File: src/rtl/pft_pkg.sv
package pft_pkg;
  localparam int NSTG    = 5;
  localparam int FLT_W   = 8;
  localparam int CAUSE_W = $clog2(FLT_W);

  // fault bits owned by each stage; bit order is also the cause priority
  function automatic logic [FLT_W-1:0] stage_mask(input int s);
    case (s)
      0:       stage_mask = 8'b0000_0111;
      1:       stage_mask = 8'b0000_1000;
      2:       stage_mask = 8'b0001_0000;
      3:       stage_mask = 8'b1110_0000;
      default: stage_mask = 8'b0000_0000;
    endcase
  endfunction
endpackage

File: src/rtl/pft_stage.sv
module pft_stage
  import pft_pkg::*;
#(
  parameter int PC_W = 32
) (
  input  logic             clk,
  input  logic             rst_n,
  input  logic             load_i,
  input  logic             kill_i,
  input  logic             in_vld_i,
  input  logic [PC_W-1:0]  in_pc_i,
  input  logic [FLT_W-1:0] in_st_i,
  input  logic [FLT_W-1:0] own_flt_i,
  output logic             vld_o,
  output logic [PC_W-1:0]  pc_o,
  output logic [FLT_W-1:0] cur_st_o
);
  logic             vld_q, vld_d;
  logic [PC_W-1:0]  pc_q, pc_d;
  logic             pc_en;
  logic [FLT_W-1:0] st_q, st_d;

  assign cur_st_o = vld_q ? (st_q | own_flt_i) : '0;
  assign vld_o    = vld_q;
  assign pc_o     = pc_q;
  assign pc_en    = load_i & ~kill_i;

  always_comb begin
    vld_d = vld_q;
    st_d  = cur_st_o;
    pc_d  = in_pc_i;
    if (kill_i) begin
      vld_d = 1'b0;
      st_d  = '0;
    end else if (load_i) begin
      vld_d = in_vld_i;
      st_d  = in_st_i;
    end
  end

  always_ff @(posedge clk or negedge rst_n) begin
    if (!rst_n) begin
      vld_q <= 1'b0;
      st_q  <= '0;
      pc_q  <= '0;
    end else begin
      vld_q <= vld_d;
      st_q  <= st_d;
      if (pc_en) pc_q <= pc_d;
    end
  end


  sticky_status_chk: assert property (@(posedge clk) disable iff (!rst_n)
    (vld_o && !load_i && !kill_i) |=> ((cur_st_o & $past(cur_st_o)) == $past(cur_st_o)));


  hold_slot_chk: assert property (@(posedge clk) disable iff (!rst_n)
    (vld_o && !load_i && !kill_i) |=> (vld_o && $stable(pc_o)));
endmodule

File: src/rtl/pft_cause_enc.sv
module pft_cause_enc
  import pft_pkg::*;
(
  input  logic [FLT_W-1:0]   st_i,
  output logic [CAUSE_W-1:0] cause_o
);
  always_comb begin
    cause_o = '0;
    for (int i = FLT_W - 1; i >= 0; i--) begin
      if (st_i[i]) cause_o = CAUSE_W'(i);
    end
  end
endmodule

File: src/rtl/precise_fault_tracker.sv
module precise_fault_tracker
  import pft_pkg::*;
#(
  parameter int PC_W = 32
) (
  input  logic               clk,
  input  logic               rst_n,
  input  logic               adv_i,
  input  logic               new_vld_i,
  input  logic [PC_W-1:0]    new_pc_i,
  input  logic [FLT_W-1:0]   fault_i,
  output logic [NSTG-1:0]    wr_ok_o,
  output logic               exc_o,
  output logic [CAUSE_W-1:0] exc_cause_o,
  output logic [PC_W-1:0]    exc_pc_o,
  output logic               flush_o
);
  localparam int WB = NSTG - 1;

  logic             vld [NSTG];
  logic [PC_W-1:0]  pc  [NSTG];
  logic [FLT_W-1:0] cur [NSTG];
  logic             exc;
  logic             vld_any;

  for (genvar s = 0; s < NSTG; s++) begin : g_stage
    logic             up_vld;
    logic [PC_W-1:0]  up_pc;
    logic [FLT_W-1:0] up_st;
    if (s == 0) begin : g_head
      assign up_vld = new_vld_i;
      assign up_pc  = new_pc_i;
      assign up_st  = '0;
    end else begin : g_body
      assign up_vld = vld[s-1];
      assign up_pc  = pc[s-1];
      assign up_st  = cur[s-1];
    end

    pft_stage #(.PC_W(PC_W)) i_slot (
      .clk      (clk),
      .rst_n    (rst_n),
      .load_i   (adv_i),
      .kill_i   (exc),
      .in_vld_i (up_vld),
      .in_pc_i  (up_pc),
      .in_st_i  (up_st),
      .own_flt_i(fault_i & stage_mask(s)),
      .vld_o    (vld[s]),
      .pc_o     (pc[s]),
      .cur_st_o (cur[s])
    );

    assign wr_ok_o[s] = vld[s] & ~(|cur[s]) & ~exc;
  end

  assign exc = vld[WB] & (|cur[WB]);

  pft_cause_enc i_cause (
    .st_i   (cur[WB]),
    .cause_o(exc_cause_o)
  );

  assign exc_o    = exc;
  assign flush_o  = exc;
  assign exc_pc_o = pc[WB];

  always_comb begin
    vld_any = 1'b0;
    for (int s = 0; s < NSTG; s++) vld_any = vld_any | vld[s];
  end


  flush_empty_chk: assert property (@(posedge clk) disable iff (!rst_n)
    exc |=> !vld_any);


  cause_set_chk: assert property (@(posedge clk) disable iff (!rst_n)
    exc |-> cur[WB][exc_cause_o]);


  cause_first_chk: assert property (@(posedge clk) disable iff (!rst_n)
    exc |-> ((cur[WB] & ((FLT_W'(1) << exc_cause_o) - FLT_W'(1))) == '0));


  retire_move_chk: assert property (@(posedge clk) disable iff (!rst_n)
    (adv_i && !exc && vld[WB-1]) |=> (vld[WB] && pc[WB] == $past(pc[WB-1])));
endmodule

File: config.mk
export PLATFORM = sky130hd
export DESIGN_NAME = precise_fault_tracker
export DESIGN_NICKNAME = d
export VERILOG_FILES = /design/src/rtl/pft_pkg.sv /design/src/rtl/pft_stage.sv /design/src/rtl/pft_cause_enc.sv /design/src/rtl/precise_fault_tracker.sv
export SDC_FILE = /design/constraint.sdc
export NUM_CORES = 1
export LEC_CHECK = 0
export BUFFER_PORTS_ARGS = -buffer_cell sky130_fd_sc_hd__buf_2
export CORE_ASPECT_RATIO = 0.6
export CORE_UTILIZATION = 40
export DETAILED_ROUTE_END_ITERATION = 12
export SKIP_CTS_REPAIR_TIMING = 1
export SLEW_MARGIN = 20
export SYNTH_ARGS = -nofsm -noshare
export SYNTH_HDL_FRONTEND = slang
export SYNTH_SLANG_ARGS = --single-unit
export TNS_END_PERCENT = 1
File: constraint.sdc
create_clock -name clk -period 2.7 [get_ports clk]
set_input_delay 0.27 -clock clk [delete_from_list [all_inputs] [get_ports clk]]
set_output_delay 0.27 -clock clk [all_outputs]
set_load 0.01 [all_outputs]
# Word level (Yosys, flattened, before mapping)
# Cells that the tools add are included.
# word_totals
ff_bits	205
in_bits	44
out_inout_bits	42
word_cells	76
# op_classes
muxes	33
n_bitwise	22
n_reduce_logical	6
# op_table
cell	n
$mux W8	15
$reduce_or A8 Y1	5
$mux W3	8
$and A1 B1 Y1	12
$mux W1	10
$or A8 B3 Y8	1
$or A8 B4 Y8	1
$or A8 B5 Y8	1
$or A8 B8 Y8	1
$not A1 Y1	6
$reduce_bool A2 Y1	1

# Depth between registers and ports, before layout
# Gate-level depths: netlist of run 1.
# logic_depth
depth_word	9
ltp_mapped	6

# Hierarchy
# A second synthesis of run 1 with hierarchy kept.
# unflattened
cells_unflattened	531
hier_area_um2	8277.9
# by_module_without_submodules
mod	instances	cells_each	area_per_inst_um2	seq_area_each_um2
pft_stage	5	99	1607.8	1026.0
precise_fault_tracker	1	24	155.1	0.0
pft_cause_enc	1	12	83.8	0.0

# Worst setup path after synthesis of run 1
# OpenSTA, ideal clock, no wires.
# synth_path
kind	reg-to-output
from	register g_stage[4].i_slot.st_q[1]
to	output port flush_o
t_arrival_ns	1.810
setup_slack_ns	0.620
path_stages_with_launch	7
path_cell_list	dfrtp_1 -> or4_1 -> a21oi_2 -> inv_1 -> clkbuf_1 -> clkbuf_1 -> buf_4
# synth_between
elab_chain_len	3
# synth_lines
element	line	text
from (decl)	pft_stage.sv:21	logic [FLT_W-1:0] st_q, st_d;
from (signal assigned)	pft_stage.sv:48	st_q <= st_d;
$mux W8	pft_stage.sv:23	assign cur_st_o = vld_q ? (st_q | own_flt_i) : '0;
$reduce_or A8 Y1	precise_fault_tracker.sv:57	assign exc = vld[WB] & (|cur[WB]);
$and A1 B1 Y1	precise_fault_tracker.sv:57	
to (decl)	precise_fault_tracker.sv:16	output logic flush_o
# No other way between the ends.

# Final worst setup path of run 1
# layout_path
from	register g_stage[4].i_slot.st_q[1]
to	output port exc_o
# layout_between
elab_chain_len	3
# layout_lines
element	line	text
$mux W8	pft_stage.sv:23	
$reduce_or A8 Y1	precise_fault_tracker.sv:57	
$and A1 B1 Y1	precise_fault_tracker.sv:57	
to (decl)	precise_fault_tracker.sv:13	output logic exc_o,
# No other way between the ends.

==> results.cfg, run 1 <==
[global_route]
overflow = 0
grt_use_total = 0.1354
grt_pass1_wl_mm = 23.27
grt_max_degree = 77
antenna_found_initial = 0
grt_pass1_vias = 4437

[routing]
drcViolationCount = 0
vias = 4380
routed_wirelength_mm = 14.02
wl_per_cell_um = 15.37
routed_via_density = 4.803
drt_first_iter_violations = 279
detail-route-antenna-nets = 0
dr.pass1.iters = 4

[power_and_ir_drop]
power.total_uw = 8534
p_sw_frac = 0.2530
powerDensity_mw_per_mm2 = 885.7
p_sw_uw = 2159
p_comb_frac = 0.200
pwr-share-clk = 0.304
ir_drop_v = 0.0005451
seqPwrFrac = 0.496
p_int_uw = 6375
leakagePower_uw = 0.004566

[finish]
nets = 671
drive_gt1_frac = 0.4554
area_delta_synth_final_pct = 17.09
layout_commonest_cell = dfrtp_1
n_antenna_cell = 0
final_cell_mix = dfrtp_1 (205), mux2_4 (100), buf_2 (84)

[critical_path]
max_stage_delay_ps = 600
r2r_cells = 6
worstSetupEndpointType = output pin
cpLargestDelayFamily = simple AND/OR/NAND/NOR gates
critical_path_class = flip-flop to output pin
timing.rr.end = g_stage[1].i_slot.pc_o[18]
cp-start-kind = flip-flop
ff2ff_setup_slack_ps = 300
cp_max_fo = 8
critical_path_buf_inv_count = 3
slowest_stage = or4_1
crit_chain = or4_1 > a21oi_4 > clkinvlp_4 > buf_4 > buf_2
cp_num_cells = 5
cp.arrival_ps = 2300
timing.rr.start = g_stage[4].i_slot.st_q[1]
worstPathRequired_ps = 2430

[run]
maxCapViolations = 0

[cts]
cts_tree = built
htree_num_levels = 1
numCtsBuffers = 21
clk_latency_ps = 480
cts_sinks = 205
clk_path_buf_depth = 3
clk_pin_slew_ps = 60
cts_root_buf = clkbuf_16

[timing]
hold_violations = 0
rsz0062_at_grt = false
period_needed_ps = 2574
worst_pin_slew_ps = 609.0
clock.fmax_mhz = 388.6
finalMaxSlewViolations = 0
finClkSkew_ps = 10.02
holdWs_ps = 17.71
postLayoutSetupSlackWorst_ps = 126.5
slew_headroom = 0.5940
setup_viol = 0
post-route-period-util = 0.9532

[min_path]
hp-class = input pin to flip-flop
min_to = g_stage[0].i_slot.pc_o[18]
hp-start = new_pc_i[18]
min_path_cells = 2

[die]
die-width_um = 187.2
row_count = 40
die_area_mm2 = 0.02117
design.portCount = 86
core_area_mm2 = 0.02007
start_util = 0.4100
die_h_um = 113.1

[run_status]
status = finished, final reports clean

[synthesis]
ys_seq_area_frac = 0.6234
syn_inst = 531
syn_area_mm2 = 0.008229
syn_avg_cell_area_um2 = 15.50
yosys.cell_types.count = 30
ys_ff_latch = 205
yosys_warnings = 0
synth_nets = 575

[placement]
io_buffers = 85
pre_cts_ws_ps = 350.0
routabilityCongestion = 0.7869
hpwl_mm = 9.166
-- cell families after synthesis --
logic type             share of synthesized area
and+or+nand+nor                          0.05504
buffers and inverters                    0.02509
DFF                                       0.6234
AOI/OAI and AO/OA                        0.03193
muxes                                     0.2646
-- worst register-to-register path, stage by stage (launching register included) --
cell and delay (ps):
dfrtp_1 390, or4_1 600, a21oi_4 240, buf_4 180
nand2_8 210, buf_12 320, mux2_4 350
-- synth_stat cells, drive strengths merged --
master	number	area, µm²
dfrtp	205	5130
mux2	160	2177
nor2	43	161.4
buf	22	168.9
a21oi	15	78.83
a22oi	14	105.1
and2	14	87.59
nand2	10	40.04
clkbuf	7	26.28
o21ai	6	30.03
nor3	5	25.02
nand2b	4	25.02
nor4	4	25.02
nor4b	4	35.03
inv	3	11.26
nand3	3	15.01
nor2b	3	18.77
nand4	2	12.51
o211ai	2	15.01
a21boi	1	7.510
o21a	1	7.510
o21bai	1	7.510
o41a	1	11.26
or4	1	7.510
-- flip-flops by register name, indices dropped and copies added (netlist names) --
signal,flops
g_stage.i_slot.pc_o,160
g_stage.i_slot.st_q,40
g_stage.i_slot.vld_o,5
-- through the flow --
| step | TNS [ps] | util | cells | area [µm²] |
|---|---|---|---|---|
| after floorplan | 0 | - | 531 | 8229 |
| after detailed placement | 0 | 0.4461 | 869 | 8954 |
| after global placement | 0 | 0.4461 | 869 | 8954 |
| after CTS | -667.5 | 0.4764 | 904 | 9562 |
| after global routing | 0 | 0.4801 | 912 | 9635 |
| final | 0 | 0.4801 | 912 | 9635 |
-- how the worst max path moves through the flow --
stage / from / end / slack, ps
6_report: g_stage[4].i_slot.st_q[1] / exc_o / 130
4_1_cts: g_stage[4].i_slot.st_q[1] / wr_ok_o[0] / -150
5_1_grt: g_stage[4].i_slot.st_q[1] / flush_o / 40
3_5_place_dp: g_stage[4].i_slot.st_q[1] / g_stage[1].i_slot.pc_o[18] / 350
3_3_place_gp: g_stage[4].i_slot.st_q[1] / g_stage[0].i_slot.st_q[7] / 400
2_1_floorplan: g_stage[4].i_slot.st_q[1] / flush_o / 620
-- metal layers --
layer / up-vias / wire length (µm) / track usage
met2: 86 / 5603 / 0.1866
met5: - / 0 / 0
met3: 21 / 793 / 0.03660
li1: 2046 / - / -
met4: 0 / 226 / 0.02896
met1: 2227 / 7396 / 0.2103
-- cell type report --
type | count | area, µm²
Timing Repair inverter | 1 | 5.005
Fill cell | 1766 | 10430
Tap cell | 273 | 341.6
Sequential cell | 205 | 5130
Clock inverter | 5 | 28.78
Clock buffer | 30 | 579.3
Timing Repair Buffer | 101 | 621.8
Inverter | 3 | 15.01
Multi-Input combinational cell | 294 | 2914
-- power by group through the flow --
stage	combinational [µW]	clock [µW]	sequential, µW
after global routing	1850	2810	4330
after floorplan	1160	0	4260
after CTS	1720	2680	4240
final	1710	2590	4240
after global placement	1670	0	4250
after detailed placement	1720	0	4290
(Power assumes the default switching activity.)
==> inputs of run 2 (changes only) <==
--- a/config.mk
+++ b/config.mk
@@ -5,10 +5,12 @@
 export SDC_FILE = /design/constraint.sdc
 export NUM_CORES = 1
 export LEC_CHECK = 0
+export ABC_CLOCK_PERIOD_IN_PS = 2700
 export BUFFER_PORTS_ARGS = -buffer_cell sky130_fd_sc_hd__buf_2
 export CORE_ASPECT_RATIO = 0.6
 export CORE_UTILIZATION = 40
 export DETAILED_ROUTE_END_ITERATION = 12
+export PLACE_DENSITY = 0.68
 export SKIP_CTS_REPAIR_TIMING = 1
 export SLEW_MARGIN = 20
 export SYNTH_ARGS = -nofsm -noshare
==> constraint.sdc (replaced) <==
create_clock -name clk -period 2.7 [get_ports clk]
set_input_delay 0.135 -clock clk [delete_from_list [all_inputs] [get_ports clk]]
set_output_delay 0.135 -clock clk [all_outputs]
set_load 0.01 [all_outputs]
==> run 2 against run 1 <==
Net effect:
- clock power up 14%
- register-to-register slack better by 40 ps
- die area unchanged
- count of clock-buffer cells in the layout up 2
- clock skew down 0.69 ps
- fmax down 2.9%
==> results.cfg, run 2 (same netlist as run 1, synthesis figures left out) <==
[finish]
final_cell_area_mm2 = 0.01011
drive_gt1_frac = 0.4349
final_cell_mix = dfrtp_1 (205), mux2_4 (100), buf_2 (84)
largest_register_ffs = 160
ff_latch_area_mm2 = 0.005130
multi_input_area_mm2 = 0.002914
area_delta_synth_final_pct = 22.88
fill_cells = 1706
utilization = 0.5039
n_antenna_cell = 0
nets = 706
layout_commonest_cell = dfrtp_1

[cts]
cts_tree = built
clk_latency_ps = 480
clk_pin_slew_ps = 60
cts_root_buf = clkbuf_16
numCtsBuffers = 20
cts_sinks = 205
clk_path_buf_depth = 3
htree_num_levels = 1

[run]
maxCapViolations = 0

[power_and_ir_drop]
leakagePower_uw = 0.004778
ir_drop_v = 0.0004929
power.total_uw = 8929
powerDensity_mw_per_mm2 = 883.0

[routing]
routed_via_density = 4.838
wl_per_cell_um = 15.05
vias = 4591
drt_first_iter_violations = 325
dr.pass1.iters = 7
drcViolationCount = 0
routed_wirelength_mm = 14.28
detail-route-antenna-nets = 0

[run_status]
status = finished, final reports clean

[global_route]
grt_pass1_vias = 4526
grt_pass1_wl_mm = 23.45
grt_max_degree = 90
antenna_found_initial = 0
grt_use_total = 0.1352
overflow = 0

[timing]
finClkSkew_ps = 9.334
hold_violations = 0
worst_pin_slew_ps = 729.1
post-route-period-util = 0.9817
slew_headroom = 0.5140
setup_viol = 0
finalMaxSlewViolations = 0
period_needed_ps = 2651
clock.fmax_mhz = 377.3
setup_tns_ps = 0
postLayoutSetupSlackWorst_ps = 49.39

[critical_path]
worstSetupEndpointType = output pin
crit_chain = or4_1 > a21oi_4 > clkinvlp_4 > buf_4 > buf_4 > buf_2
max_stage_delay_ps = 610
critical_path_buf_inv_count = 4
cp_common_cell = buf_4
cp-start-kind = flip-flop
cpLargestDelayFamily = buffers and inverters
cp.arrival_ps = 2520
worstPathRequired_ps = 2570
critical_path_class = flip-flop to output pin
slowest_stage = or4_1
cp_max_fo = 14

[placement]
placed_area_mm2 = 0.008954
routabilityCongestion = 0.8134
pre_cts_ws_ps = 347.1
hpwl_mm = 9.144
io_buffers = 85

[min_path]
hp-class = input pin to flip-flop

[die]
die_h_um = 113.1
die_area_mm2 = 0.02117
row_count = 40
start_util = 0.4100
die-width_um = 187.2
core_area_mm2 = 0.02007
design.portCount = 86
-- run 2: cell count changes in the layout (fill, tap and decap cells not counted) --
cell	change
dlygate4sd3_1	+38
clkbuf_8	+6
clkbuf_1	-4
bufinv_16	+2
clkinv_2	-2
buf_4	-1
clkinv_4	-1
clkinvlp_2	-1
-- run 2: final cells by class --
cell class,instances,share of cell area
clock buffers,32,0.06397
well taps,273,0.03378
repair buffers,138,0.09837
inverters,3,0.001485
flip-flops and latches,205,0.5073
multi-input cells,294,0.2882
clock inverters,4,0.006929
-- run 2: through the flow --
step                hold slack (ps)  instances
floorplan                    -160.6        531
global route                  1.439        949
global placement              231.1        869
finish                        5.864        949
CTS                          -265.0        905
detailed placement            244.0        869
-- run 2: path summary, 6_finish.rpt --
path	start	endpoint	slack, ps	depth (start not counted)
worst min-delay path	fault_i[4]	g_stage[3].i_slot.st_q[4]	6	3
worst max-delay path	g_stage[4].i_slot.st_q[1]	exc_o	50	6
worst min register to register	g_stage[3].i_slot.pc_o[19]	g_stage[4].i_slot.pc_o[19]	500	1
max in group asynchronous	rst_n	g_stage[4].i_slot.pc_o[1]	1620	3
min in group asynchronous	rst_n	g_stage[4].i_slot.pc_o[3]	270	2
worst max register to register	g_stage[4].i_slot.st_q[1]	g_stage[1].i_slot.pc_o[26]	340	5
-- run 2: where the power goes --
part / switching, µW / internal (µW)
Combinational: 637 / 1110
Clock: 1120 / 1830
Sequential: 423 / 3810
Total: 2180 / 6750
-- run 2: layer usage --
layer	part of all wire	track usage	vias to the layer above
met5	0	0	-
met4	0.025	0.03607	0
met3	0.051	0.03381	29
met2	0.45	0.1980	123
met1	0.48	0.1995	2312
li1	-	-	2127
-- run 2: worst min-delay path, cell delays in order --
cell,delay [ps]
buf_2,90
o211ai_1,90
a21oi_1,130
